**config.mk**
```make
export PLATFORM = sky130hd
export DESIGN_NAME = satop_interlock
export DESIGN_NICKNAME = d
export VERILOG_FILES = /design/src/rtl/ilk_pkg.sv /design/src/rtl/ilk_stage_track.sv /design/src/rtl/ilk_src_cmp.sv /design/src/rtl/satop_interlock.sv
export SDC_FILE = /design/constraint.sdc
export NUM_CORES = 1
export LEC_CHECK = 0
export BUFFER_PORTS_ARGS = -buffer_cell sky130_fd_sc_hd__buf_2
export CAP_MARGIN = 20
export CORE_MARGIN = 5
export CORE_UTILIZATION = 52
export DETAILED_ROUTE_END_ITERATION = 16
export PLACE_DENSITY = 0.84
export SLEW_MARGIN = 20
export SYNTH_ARGS = -nofsm -noshare
export SYNTH_HDL_FRONTEND = slang
export SYNTH_SLANG_ARGS = --single-unit
```
**constraint.sdc**
```tcl
create_clock -name clk -period 3.8 [get_ports clk]
set_input_delay 0.38 -clock clk [delete_from_list [all_inputs] [get_ports clk]]
set_output_delay 0.38 -clock clk [all_outputs]
set_load 0.005 [all_outputs]
```
**src/rtl/ilk_pkg.sv**
```systemverilog
package ilk_pkg;
  typedef enum logic [1:0] {
    K_ALU   = 2'd0,
    K_SAT   = 2'd1,
    K_LOAD  = 2'd2,
    K_OTHER = 2'd3
  } op_kind_e;

  typedef enum logic [1:0] {
    F_NONE = 2'd0,
    F_EX   = 2'd1,
    F_MEM  = 2'd2,
    F_WB   = 2'd3
  } fwd_e;

  typedef struct packed {
    logic     v;
    logic     wr;
    op_kind_e kind;
  } stage_t;

  localparam int unsigned NUM_TRACKED = 3;  // Execute, Memory, Writeback
endpackage

```
**src/rtl/ilk_stage_track.sv**
```systemverilog
module ilk_stage_track
  import ilk_pkg::*;
#(
  parameter int unsigned REG_W = 4
) (
  input  logic               clk,
  input  logic               rst_n,
  input  stage_t             in_info,
  input  logic [REG_W-1:0]   in_dst,
  output stage_t             info [NUM_TRACKED],
  output logic [REG_W-1:0]   dst  [NUM_TRACKED]
);
  for (genvar s = 0; s < NUM_TRACKED; s++) begin : g_stage
    stage_t           nxt_info;
    logic [REG_W-1:0] nxt_dst;
    if (s == 0) begin : g_head
      assign nxt_info = in_info;
      assign nxt_dst  = in_dst;
    end else begin : g_tail
      assign nxt_info = info[s-1];
      assign nxt_dst  = dst[s-1];
    end
    always_ff @(posedge clk or negedge rst_n) begin
      if (!rst_n) begin
        info[s] <= '{v: 1'b0, wr: 1'b0, kind: K_ALU};
        dst[s]  <= '0;
      end else begin
        info[s] <= nxt_info;
        dst[s]  <= nxt_dst;
      end
    end
  end
endmodule

```
**src/rtl/ilk_src_cmp.sv**
```systemverilog
module ilk_src_cmp
  import ilk_pkg::*;
#(
  parameter int unsigned REG_W  = 4,
  parameter int unsigned PC_REG = 15
) (
  input  logic             s_v,
  input  logic [REG_W-1:0] s_reg,
  input  logic             s_late,
  input  stage_t           info [NUM_TRACKED],
  input  logic [REG_W-1:0] dst  [NUM_TRACKED],
  output fwd_e             fwd,
  output logic             need_stall
);
  logic active;
  logic [NUM_TRACKED-1:0] hit;

  assign active = s_v && (s_reg != REG_W'(PC_REG));

  for (genvar s = 0; s < NUM_TRACKED; s++) begin : g_hit
    assign hit[s] = active && info[s].v && info[s].wr && (dst[s] == s_reg);
  end

  always_comb begin
    if (hit[0])      fwd = F_EX;
    else if (hit[1]) fwd = F_MEM;
    else if (hit[2]) fwd = F_WB;
    else             fwd = F_NONE;
  end

  assign need_stall = hit[0] && !s_late &&
                      ((info[0].kind == K_SAT) || (info[0].kind == K_LOAD));
endmodule

```
**src/rtl/satop_interlock.sv**
```systemverilog
module satop_interlock
  import ilk_pkg::*;
#(
  parameter int unsigned NUM_SRC = 3,
  parameter int unsigned REG_W   = 4,
  parameter int unsigned PC_REG  = 15
) (
  input  logic                     clk,
  input  logic                     rst_n,
  input  logic                     dec_valid,
  output logic                     dec_ready,
  input  logic [1:0]               dec_kind,
  input  logic                     dec_wr,
  input  logic [REG_W-1:0]         dec_dst,
  input  logic [NUM_SRC-1:0]       src_v,
  input  logic [NUM_SRC*REG_W-1:0] src_reg,
  input  logic [NUM_SRC-1:0]       src_late,
  output logic                     ex_valid,
  output logic [2*NUM_SRC-1:0]     fwd_sel
);
  stage_t           trk_info [NUM_TRACKED];
  logic [REG_W-1:0] trk_dst  [NUM_TRACKED];
  logic [NUM_SRC-1:0] src_stall;
  logic   stall;
  stage_t adv_info;

  for (genvar i = 0; i < NUM_SRC; i++) begin : g_src
    fwd_e f;
    ilk_src_cmp #(.REG_W(REG_W), .PC_REG(PC_REG)) u_cmp (
      .s_v        (src_v[i]),
      .s_reg      (src_reg[REG_W*i +: REG_W]),
      .s_late     (src_late[i]),
      .info       (trk_info),
      .dst        (trk_dst),
      .fwd        (f),
      .need_stall (src_stall[i])
    );
    assign fwd_sel[2*i +: 2] = f;
  end

  assign stall     = dec_valid && (|src_stall);
  assign dec_ready = !stall;

  // A stalled instruction stays in Decode; Execute receives a bubble.
  assign adv_info = '{v: dec_valid && !stall, wr: dec_wr, kind: op_kind_e'(dec_kind)};

  ilk_stage_track #(.REG_W(REG_W)) u_track (
    .clk     (clk),
    .rst_n   (rst_n),
    .in_info (adv_info),
    .in_dst  (dec_dst),
    .info    (trk_info),
    .dst     (trk_dst)
  );

  assign ex_valid = trk_info[0].v;
endmodule

```
**Yosys cells after proc, flatten, opt, wreduce, memory -nomap -nowiden**

Index checks and enable logic that the tools add are counted.

- Bits in registers: 20
- Input bits: 28
- Output and inout bits: 8
- Word-level logic and storage cells: 77

- Equality and inequality tests: 14
- Mux-type cells: 9
- Reductions and logical operators: 44

Operator list:

| cell | number |
|---|---|
| 1-bit logical AND | 38 |
| 4-bit == test | 9 |
| 2-bit two-way mux | 9 |
| 4-bit inequality test (second input constant) | 3 |
| 1-bit zero test | 4 |
| 3-bit OR reduction | 1 |
| 2-bit by 1-bit == test with 1-bit output (second input constant) | 1 |
| 2-bit == test (second input constant) | 1 |
| 1-bit logical OR | 1 |

**Longest topological paths before layout**

Gate-level depths: netlist of run 1.

- Depth after elaboration: 11
- Gate-level depth with buffers: 4
- Depth with buffers taken out: 4

**By module**

A second synthesis of run 1 with hierarchy kept.

- Cell total of the unflattened synthesis: 122
- Area total of the unflattened synthesis: 1325.0 um^2

By module, submodules not included:

| module | instances | cells an instance | area each (um^2) | seq. area each (um^2) |
|---|---|---|---|---|
| ilk_src_cmp | 3 | 32 | 234.0 | 0.0 |
| ilk_stage_track | 1 | 24 | 600.6 | 600.6 |
| satop_interlock | 1 | 2 | 22.5 | 0.0 |

**Worst setup path before layout of run 1**

Ideal clock, no wire load.

- Path kind: register -> output
- Start: register u_track.dst, in the netlist u_track.g_stage[1].nxt_dst[3]
- End: output fwd_sel[5]
- Data arrival time: 1.266 ns
- Required time: 3.420 ns
- Setup slack: 2.154 ns
- Stages on the path, launching flop included: 5
- Buffers on the path: 0
- Cell sequence: dfrtp_1 xnor2_1 nand2_1 or3_2 a21boi_1

- Longest elaborated chain between the ends: 3

RTL lines:

| element | line | RTL |
|---|---|---|
| from (decl) | ilk_stage_track.sv:11 | `output logic [REG_W-1:0] dst [NUM_TRACKED]` |
| from (signal, indexed assignment) | ilk_stage_track.sv:29 | `dst[s] <= nxt_dst;` |
| 4-bit == test | ilk_src_cmp.sv:21 | `assign hit[s] = active && info[s].v && info[s].wr && (dst[s] == s_reg);` |
| 1-bit logical AND | ilk_src_cmp.sv:21 |  |
| 2-bit two-way mux | ilk_src_cmp.sv:25 | `if (hit[0]) fwd = F_EX;` |
| to (decl) | satop_interlock.sv:19 | `output logic [2*NUM_SRC-1:0] fwd_sel` |

Every way passes these cells.

**Worst setup path in the final report of run 1**

Same ends and word-level chain as after synthesis.

==> reports/qor.yml, run 1 <==
worst_setup_path:
  worstReg2RegEnd: "u_track.info[11]"
  worst_path_max_delay_cell: "sky130_fd_sc_hd__or3_2"
  cp_cell_sequence: "xnor2_1 > nand2_1 > or3_2 > a21boi_1 > buf_2"
  critPathArrivalTime_ps: 1860
  critical_path.reg2reg.startpoint: "u_track.g_stage[1].nxt_dst[3]"
  required_ps: 3420
  regToRegSetupSlack_ps: 2360
  depth_of_the_most_critical_reg_to_reg_path: 4
  critical_path_buf_inv_count: 1
  endpoint_class_of_the_critical_path: "primary output"
  crit_type: "reg2out"
  worst-path-stages: 5
  cp_max_fo: 4
  critPathLaunchType: "register"
  cpPeakStageDelay_ps: 480
  category_of_cells_accounting_for_the_largest_share_of_critical_path_delay: "simple AND/OR/NAND/NOR gates"
place:
  number_of_buffer_cells_added_on_primary_ports: 35
  routabilityCongestion: 0.858
  post-dp-hpwl_mm: 2.22
  dp.cells: 171
clock_network:
  clk_pin_slew_worst_paths_ps: 100
  cts_resized: 0
  clock_latency_ps: 290
  htree_levels: 1
  cts_max_path_buffers: 2
  tritoncts.num_buffers: 3
  cts-root-buf: "sky130_fd_sc_hd__clkbuf_4"
  post_cts_hold_buffer_count: 0
  cts_sinks: 20
  postCtsSetupRepairBufs: 0
  cts_tree: "built"
power:
  power_density_over_cell_area_nw_per_um2: 318
  vdd.ir_drop.worst_v: 0.000285
  leakage_uw: 0.000569
sta:
  timing_worst_slew_pin_value_ps: 409
  hold_slack_ps: -1.75
  slew-limit-headroom_pct: 72.8
  totalNegativeSetupSlack_ps: 0
  unrepaired_setup_endpoints_after_global_routing: "false"
  achievable-frequency_ghz: 0.447
  timing.final.max_slew_violations: 0
  worst_clock_skew_ps: 1.38
  final_hold_viol_count: 7
  number_of_setup_violations_in_the_final_report: 0
  layout_min_cycle_time_ps: 2240
  period_utilization_post_route_pct: 58.9
grt:
  grt_usage_pct: 17.3
  pin_count_of_the_biggest_net_entering_global_routing: 21
  grt_first_pass_wirelength_mm: 4.27
  grt.overflow.total: 0
  grt_pass1_vias: 953
  antenna_violations_before_repair: 0
synthesis:
  synth.top_cells.by_count: "sky130_fd_sc_hd__xnor2_1 (31), sky130_fd_sc_hd__dfrtp_1 (20), sky130_fd_sc_hd__nand3_1 (10)"
  yosysMostFrequentCell: "sky130_fd_sc_hd__xnor2_1"
  synth_top_cell_area_share_pct: 44.0
  syn-mean-instance-area_um2: 10.5
  postSynth.asyncResetShare_pct: 100
  number_of_synthesized_flops_with_an_enable_pin: 0
  synth_cell_type_count: 24
  synthTopCellsByArea: "sky130_fd_sc_hd__dfrtp_1 (44%), sky130_fd_sc_hd__xnor2_1 (24%), sky130_fd_sc_hd__xor2_1 (4.6%), sky130_fd_sc_hd__nand3_1 (4.4%), sky130_fd_sc_hd__nor4_1 (3.3%)"
  synth.largest_area_cell: "sky130_fd_sc_hd__dfrtp_1"
  sequential_share_of_the_synthesized_area_pct: 44.0
  syn-cell-area_um2: 1140
  postSynthCellCount: 108
  synth_fp_nets: 136
  synthFlopType: "sky130_fd_sc_hd__dfrtp_1"
  synth.ff_latch_count: 20
  synth_warnings: 0
floorplanning:
  fp.coreArea_um2: 2150
  floorplan.io_pins: 36
  rows: 17
  fp.dieW_um: 56.8
  die_height_um: 56.8
  initial_core_utilization_pct: 52.9
  die_area_um2: 3220
detailed_routing:
  via_per_inst: 5.61
  wire_per_inst_um: 15.1
  vias: 982
  post-route-drc-count: 0
  routed_wirelength_mm: 2.64
  drt_iter0_markers: 35
  router_iterations_before_antenna_repair: 4
  drt.antenna.violating_nets: 0
finish:
  fin_cells: 175
  insertedDiodeCount: 0
  finalNetCount: 176
  post_route_cells_drive_above_1_share_pct: 30.6
  area.growth.synth_to_final_pct: 21.7
hold_path:
  holdCritPathClass: "in2async"
run_status:
  status: "complete, but fails checks"
  failing_checks: "negative hold slack"
run:
  drv_cap: 0
[cell usage in the layout (no fill, tap or decap), types with 2 or more instances in the layout]
master / netlist / layout
sky130_fd_sc_hd__xnor2_1: 31 / 31
sky130_fd_sc_hd__nand3_1: 10 / 10
sky130_fd_sc_hd__o21ai_1: 2 / 2
sky130_fd_sc_hd__nand4_1: 4 / 4
sky130_fd_sc_hd__nor4_1: 6 / 6
sky130_fd_sc_hd__dfrtp_1: 20 / 20
sky130_fd_sc_hd__nor2_1: 2 / 2
sky130_fd_sc_hd__buf_2: 0 / 35
sky130_fd_sc_hd__xor2_1: 6 / 6
sky130_fd_sc_hd__clkbuf_4: 0 / 3
sky130_fd_sc_hd__nand2_2: 2 / 2
sky130_fd_sc_hd__nor3_1: 2 / 2
sky130_fd_sc_hd__nand2_1: 5 / 5
sky130_fd_sc_hd__a21boi_1: 2 / 2
sky130_fd_sc_hd__or4_4: 2 / 2
sky130_fd_sc_hd__or4_1: 4 / 4
[routing by layer]
| layer | vias to the layer above | track usage (%) | share of wire [%] |
|---|---|---|---|
| li1 | 472 | - | - |
| met2 | 43 | 28.2 | 49 |
| met5 | - | 0 | 0 |
| met1 | 456 | 20.3 | 39 |
| met3 | 11 | 3.45 | 7.6 |
| met4 | 0 | 11.6 | 4.5 |
[how the worst max path moves through the flow]
stage                     slack (ps)                          start         end
after global placement          1910                    src_reg[10]  fwd_sel[5]
after detailed placement        1860                    src_reg[11]  fwd_sel[5]
after floorplan                 2150  u_track.g_stage[1].nxt_dst[3]  fwd_sel[5]
final                           1560  u_track.g_stage[1].nxt_dst[3]  fwd_sel[5]
after global routing            1470  u_track.g_stage[2].nxt_dst[2]  fwd_sel[3]
after CTS                       1550  u_track.g_stage[1].nxt_dst[3]  fwd_sel[5]
[power by group]
group / leakage (µW) / internal [µW] / switching, µW
combinational: 0.000315 / 41.2 / 45.4
sequential: 0.000233 / 224 / 12.6
clock: 0.0000210 / 58.4 / 58.7
[through the flow]
| step | setup WS [ps] | power, µW | utilization, % | instance area, µm² |
|---|---|---|---|---|
| after floorplan | 2150 | 286 | - | 1140 |
| after global placement | 1910 | 322 | 62.7 | 1350 |
| after detailed placement | 1860 | 327 | 62.7 | 1350 |
| after CTS | 1550 | 445 | 64.4 | 1380 |
| after global routing | 1470 | 465 | 64.4 | 1380 |
| final | 1560 | 440 | 64.4 | 1380 |
[logic make-up after synthesis]
| logic type | after synthesis | share of synthesized area [%] |
|---|---|---|
| AND/OR/NAND/NOR | 42 | 22.4 |
| AO/OA/AOI/OAI | 8 | 4.73 |
| flip-flops | 20 | 44.0 |
| buffers and inverters | 1 | 0.330 |
| XOR/XNOR | 37 | 28.5 |
[worst reg2reg max path, stage by stage (launching register included)]
cell                      delay, ps
sky130_fd_sc_hd__dfrtp_1        460
sky130_fd_sc_hd__xnor2_1        190
sky130_fd_sc_hd__nand3_1        190
sky130_fd_sc_hd__o41ai_1        390
sky130_fd_sc_hd__nor3_1          90
[state kept, by name (all words and copies together), names as in the netlist]
| register | cells |
|---|---|
| u_track.info | 8 |
| u_track.dst | 4 |
| u_track.g_stage.nxt_dst | 8 |
[area by class of cell]
class | count | area (µm²)
Clock buffer | 4 | 36.3
Fill cell | 188 | 764
Inverter | 1 | 3.75
Multi-Input combinational cell | 87 | 633
Sequential cell | 20 | 500
Tap cell | 28 | 35.0
Timing Repair Buffer | 35 | 175
(Power assumes the default switching activity.)
==> run 2, diff against run 1 <==
Settings changed: ABC_AREA from default to 1, CORE_UTILIZATION 52 to 51, PLACE_DENSITY 0.84 to 0.81.
Clock period 3.8 ns to 2.1 ns, I/O delays scaled along.
==> reports/qor.yml, run 2 <==
worst_setup_path:
  crit_type: "reg2out"
  critPathLaunchType: "register"
  cp_max_fo: 5
  cp_cell_sequence: "xnor2_1 > o21ai_0 > or2_1 > o21ai_0 > o21ai_1 > buf_2"
  critical_path_buf_inv_count: 1
  critPathArrivalTime_ps: 1630
  crit_top_cell: "sky130_fd_sc_hd__o21ai_0"
  category_of_cells_accounting_for_the_largest_share_of_critical_path_delay: "flip-flops"
  required_ps: 1890
  cpPeakStageDelay_ps: 470
  endpoint_class_of_the_critical_path: "primary output"
  worst_path_max_delay_cell: "sky130_fd_sc_hd__dfrtp_1"
synthesis:
  synth_warnings: 0
  syn-mean-instance-area_um2: 6.82
  synth_fp_nets: 215
  synth.ff_latch_count: 20
  postSynth.asyncResetShare_pct: 100
  synth_cell_type_count: 19
  sequential_share_of_the_synthesized_area_pct: 39.2
  postSynthCellCount: 187
  synth_top_cell_area_share_pct: 39.2
  syn-cell-area_um2: 1280
  number_of_synthesized_flops_with_an_enable_pin: 0
  synthTopCellsByArea: "sky130_fd_sc_hd__dfrtp_1 (39%), sky130_fd_sc_hd__nand2_1 (16%), sky130_fd_sc_hd__inv_1 (8.8%), sky130_fd_sc_hd__nor2_1 (6.2%), sky130_fd_sc_hd__nand3_1 (5.1%)"
  synth.largest_area_cell: "sky130_fd_sc_hd__dfrtp_1"
  yosysMostFrequentCell: "sky130_fd_sc_hd__nand2_1"
  synthFlopType: "sky130_fd_sc_hd__dfrtp_1"
  synth.top_cells.by_count: "sky130_fd_sc_hd__nand2_1 (54), sky130_fd_sc_hd__inv_1 (30), sky130_fd_sc_hd__nor2_1 (21)"
grt:
  grt_usage_pct: 20.3
  grt.overflow.total: 0
  grt_pass1_vias: 1276
  pin_count_of_the_biggest_net_entering_global_routing: 21
  grt_first_pass_wirelength_mm: 5.42
  antenna_violations_before_repair: 0
detailed_routing:
  post-route-drc-count: 0
  vias: 1348
  met1_length_mm: 1.36
  drt.antenna.violating_nets: 0
  router_iterations_before_antenna_repair: 5
  via_per_inst: 5.15
  routed-wl-met2_mm: 1.45
  met3_wirelength_um: 255
  topRoutingLayerUsed: "met4"
  routed_wirelength_mm: 3.15
  wire_per_inst_um: 12.0
  drt_iter0_markers: 82
run_status:
  status: "finished clean"
power:
  power_density_over_cell_area_nw_per_um2: 513
  fin_total_pwr_uw: 814
  vdd.ir_drop.worst_v: 0.000501
  leakage_uw: 0.000887
finish:
  area.growth.synth_to_final_pct: 24.2
  finalNetCount: 261
  commonest_non_fill_non_tap_cells_in_the_layout: "sky130_fd_sc_hd__nand2_1 (54), sky130_fd_sc_hd__buf_2 (35), sky130_fd_sc_hd__inv_1 (30)"
  insertedDiodeCount: 0
  fin_cells: 262
  layout.filler_cells: 243
  most_common_cell_after_layout_fill_and_taps_aside: "sky130_fd_sc_hd__nand2_1"
  post_route_cells_drive_above_1_share_pct: 18.1
clock_network:
  clk_pin_slew_worst_paths_ps: 100
  postCtsSetupRepairBufs: 0
  cts_max_path_buffers: 2
  htree_levels: 1
  cts_sinks: 20
  clock_latency_ps: 300
  cts_tree: "built"
  cts-root-buf: "sky130_fd_sc_hd__clkbuf_4"
  tritoncts.num_buffers: 3
  post_cts_hold_buffer_count: 1
  cts_resized: 0
place:
  dp_worst_setup_slack_ps: 608
  routabilityCongestion: 0.935
  number_of_buffer_cells_added_on_primary_ports: 35
  dp.cells: 252
  post-dp-hpwl_mm: 2.53
sta:
  number_of_setup_violations_in_the_final_report: 0
  timing.final.ws_setup_ps: 258
  final_hold_viol_count: 0
  slew-limit-headroom_pct: 71.8
  unrepaired_setup_endpoints_after_global_routing: "false"
  totalNegativeSetupSlack_ps: 0
  timing.final.max_slew_violations: 0
  layout_min_cycle_time_ps: 1840
  achievable-frequency_ghz: 0.543
  worst_clock_skew_ps: 1.82
  timing_worst_slew_pin_value_ps: 424
  period_utilization_post_route_pct: 87.7
run:
  drv_cap: 0
floorplanning:
  die_area_um2: 3600
  initial_core_utilization_pct: 52.5
  die_height_um: 60.0
  floorplan.io_pins: 36
  rows: 18
  fp.coreArea_um2: 2430
  fp.dieW_um: 60.0
hold_path:
  holdCritPathClass: "in2reg"
[run 2: cell count changes after synthesis, moves of 4 or more]
cell / before / now
sky130_fd_sc_hd__xnor2_1: 31 / 7
sky130_fd_sc_hd__or4_1: 4 / 0
sky130_fd_sc_hd__nor2_1: 2 / 21
sky130_fd_sc_hd__a21oi_1: 1 / 12
sky130_fd_sc_hd__nor4_1: 6 / 0
sky130_fd_sc_hd__inv_1: 1 / 30
sky130_fd_sc_hd__nand2_1: 5 / 54
sky130_fd_sc_hd__o21ai_0: 0 / 5
[run 2: through the flow]
step | hold WS, ps | utilization [%] | instance area [µm²]
2_1_floorplan | -85.6 | - | 1280
3_3_place_gp | 172 | 61.2 | 1490
3_5_place_dp | 173 | 61.2 | 1490
4_1_cts | 0.323 | 63.1 | 1540
5_1_grt | 4.66 | 65.2 | 1590
6_report | 7.41 | 65.2 | 1590
[run 2: cells by family after synthesis]
family                 after synthesis  share of synthesized area [%]
flip-flops                          20                           39.2
buffers and inverters               30                           8.82
AND/OR/NAND/NOR                    101                           33.2
AO/OA/AOI/OAI                       23                           9.80
XOR/XNOR                            13                           8.92
[run 2: final timing paths]
path | from | end | slack, ps | cells past startpoint
min in group asynchronous | rst_n | u_track.g_stage[1].nxt_dst[2] | 370 | 2
setup / recovery | u_track.g_stage[2].nxt_dst[2] | fwd_sel[2] | 260 | 6
max in group asynchronous | rst_n | u_track.g_stage[2].nxt_dst[1] | 1440 | 2
hold reg to reg | u_track.info[7] | u_track.info[3] | 380 | 0
setup reg to reg | u_track.g_stage[1].nxt_dst[0] | u_track.info[11] | 780 | 9
hold / removal | dec_dst[2] | u_track.g_stage[1].nxt_dst[2] | 7 | 1
[run 2: metal layers]
layer	up-vias	global-route usage [%]
met2	59	33.5
met1	595	26.2
met5	-	0
li1	683	-
met3	11	3.24
met4	0	8.54
[run 2: power breakdown]
part / total, µW / leakage (µW) / internal [µW] / switching, µW
sequential: 428 / 0.000233 / 405 / 23.3
combinational: 169 / 0.000633 / 73.0 / 96.1
clock: 217 / 0.0000210 / 106 / 111
total: 814 / 0.000887 / 584 / 230
[run 2: layout make-up]
class / instances / area [µm²] / area share (%)
multi-input combinational: 137 / 663 / 41.8
sequential: 20 / 500 / 31.6
timing repair buffer: 41 / 235 / 14.8
inverter: 30 / 113 / 7.10
tap: 30 / 37.5 / 2.37
clock buffer: 4 / 36.3 / 2.29
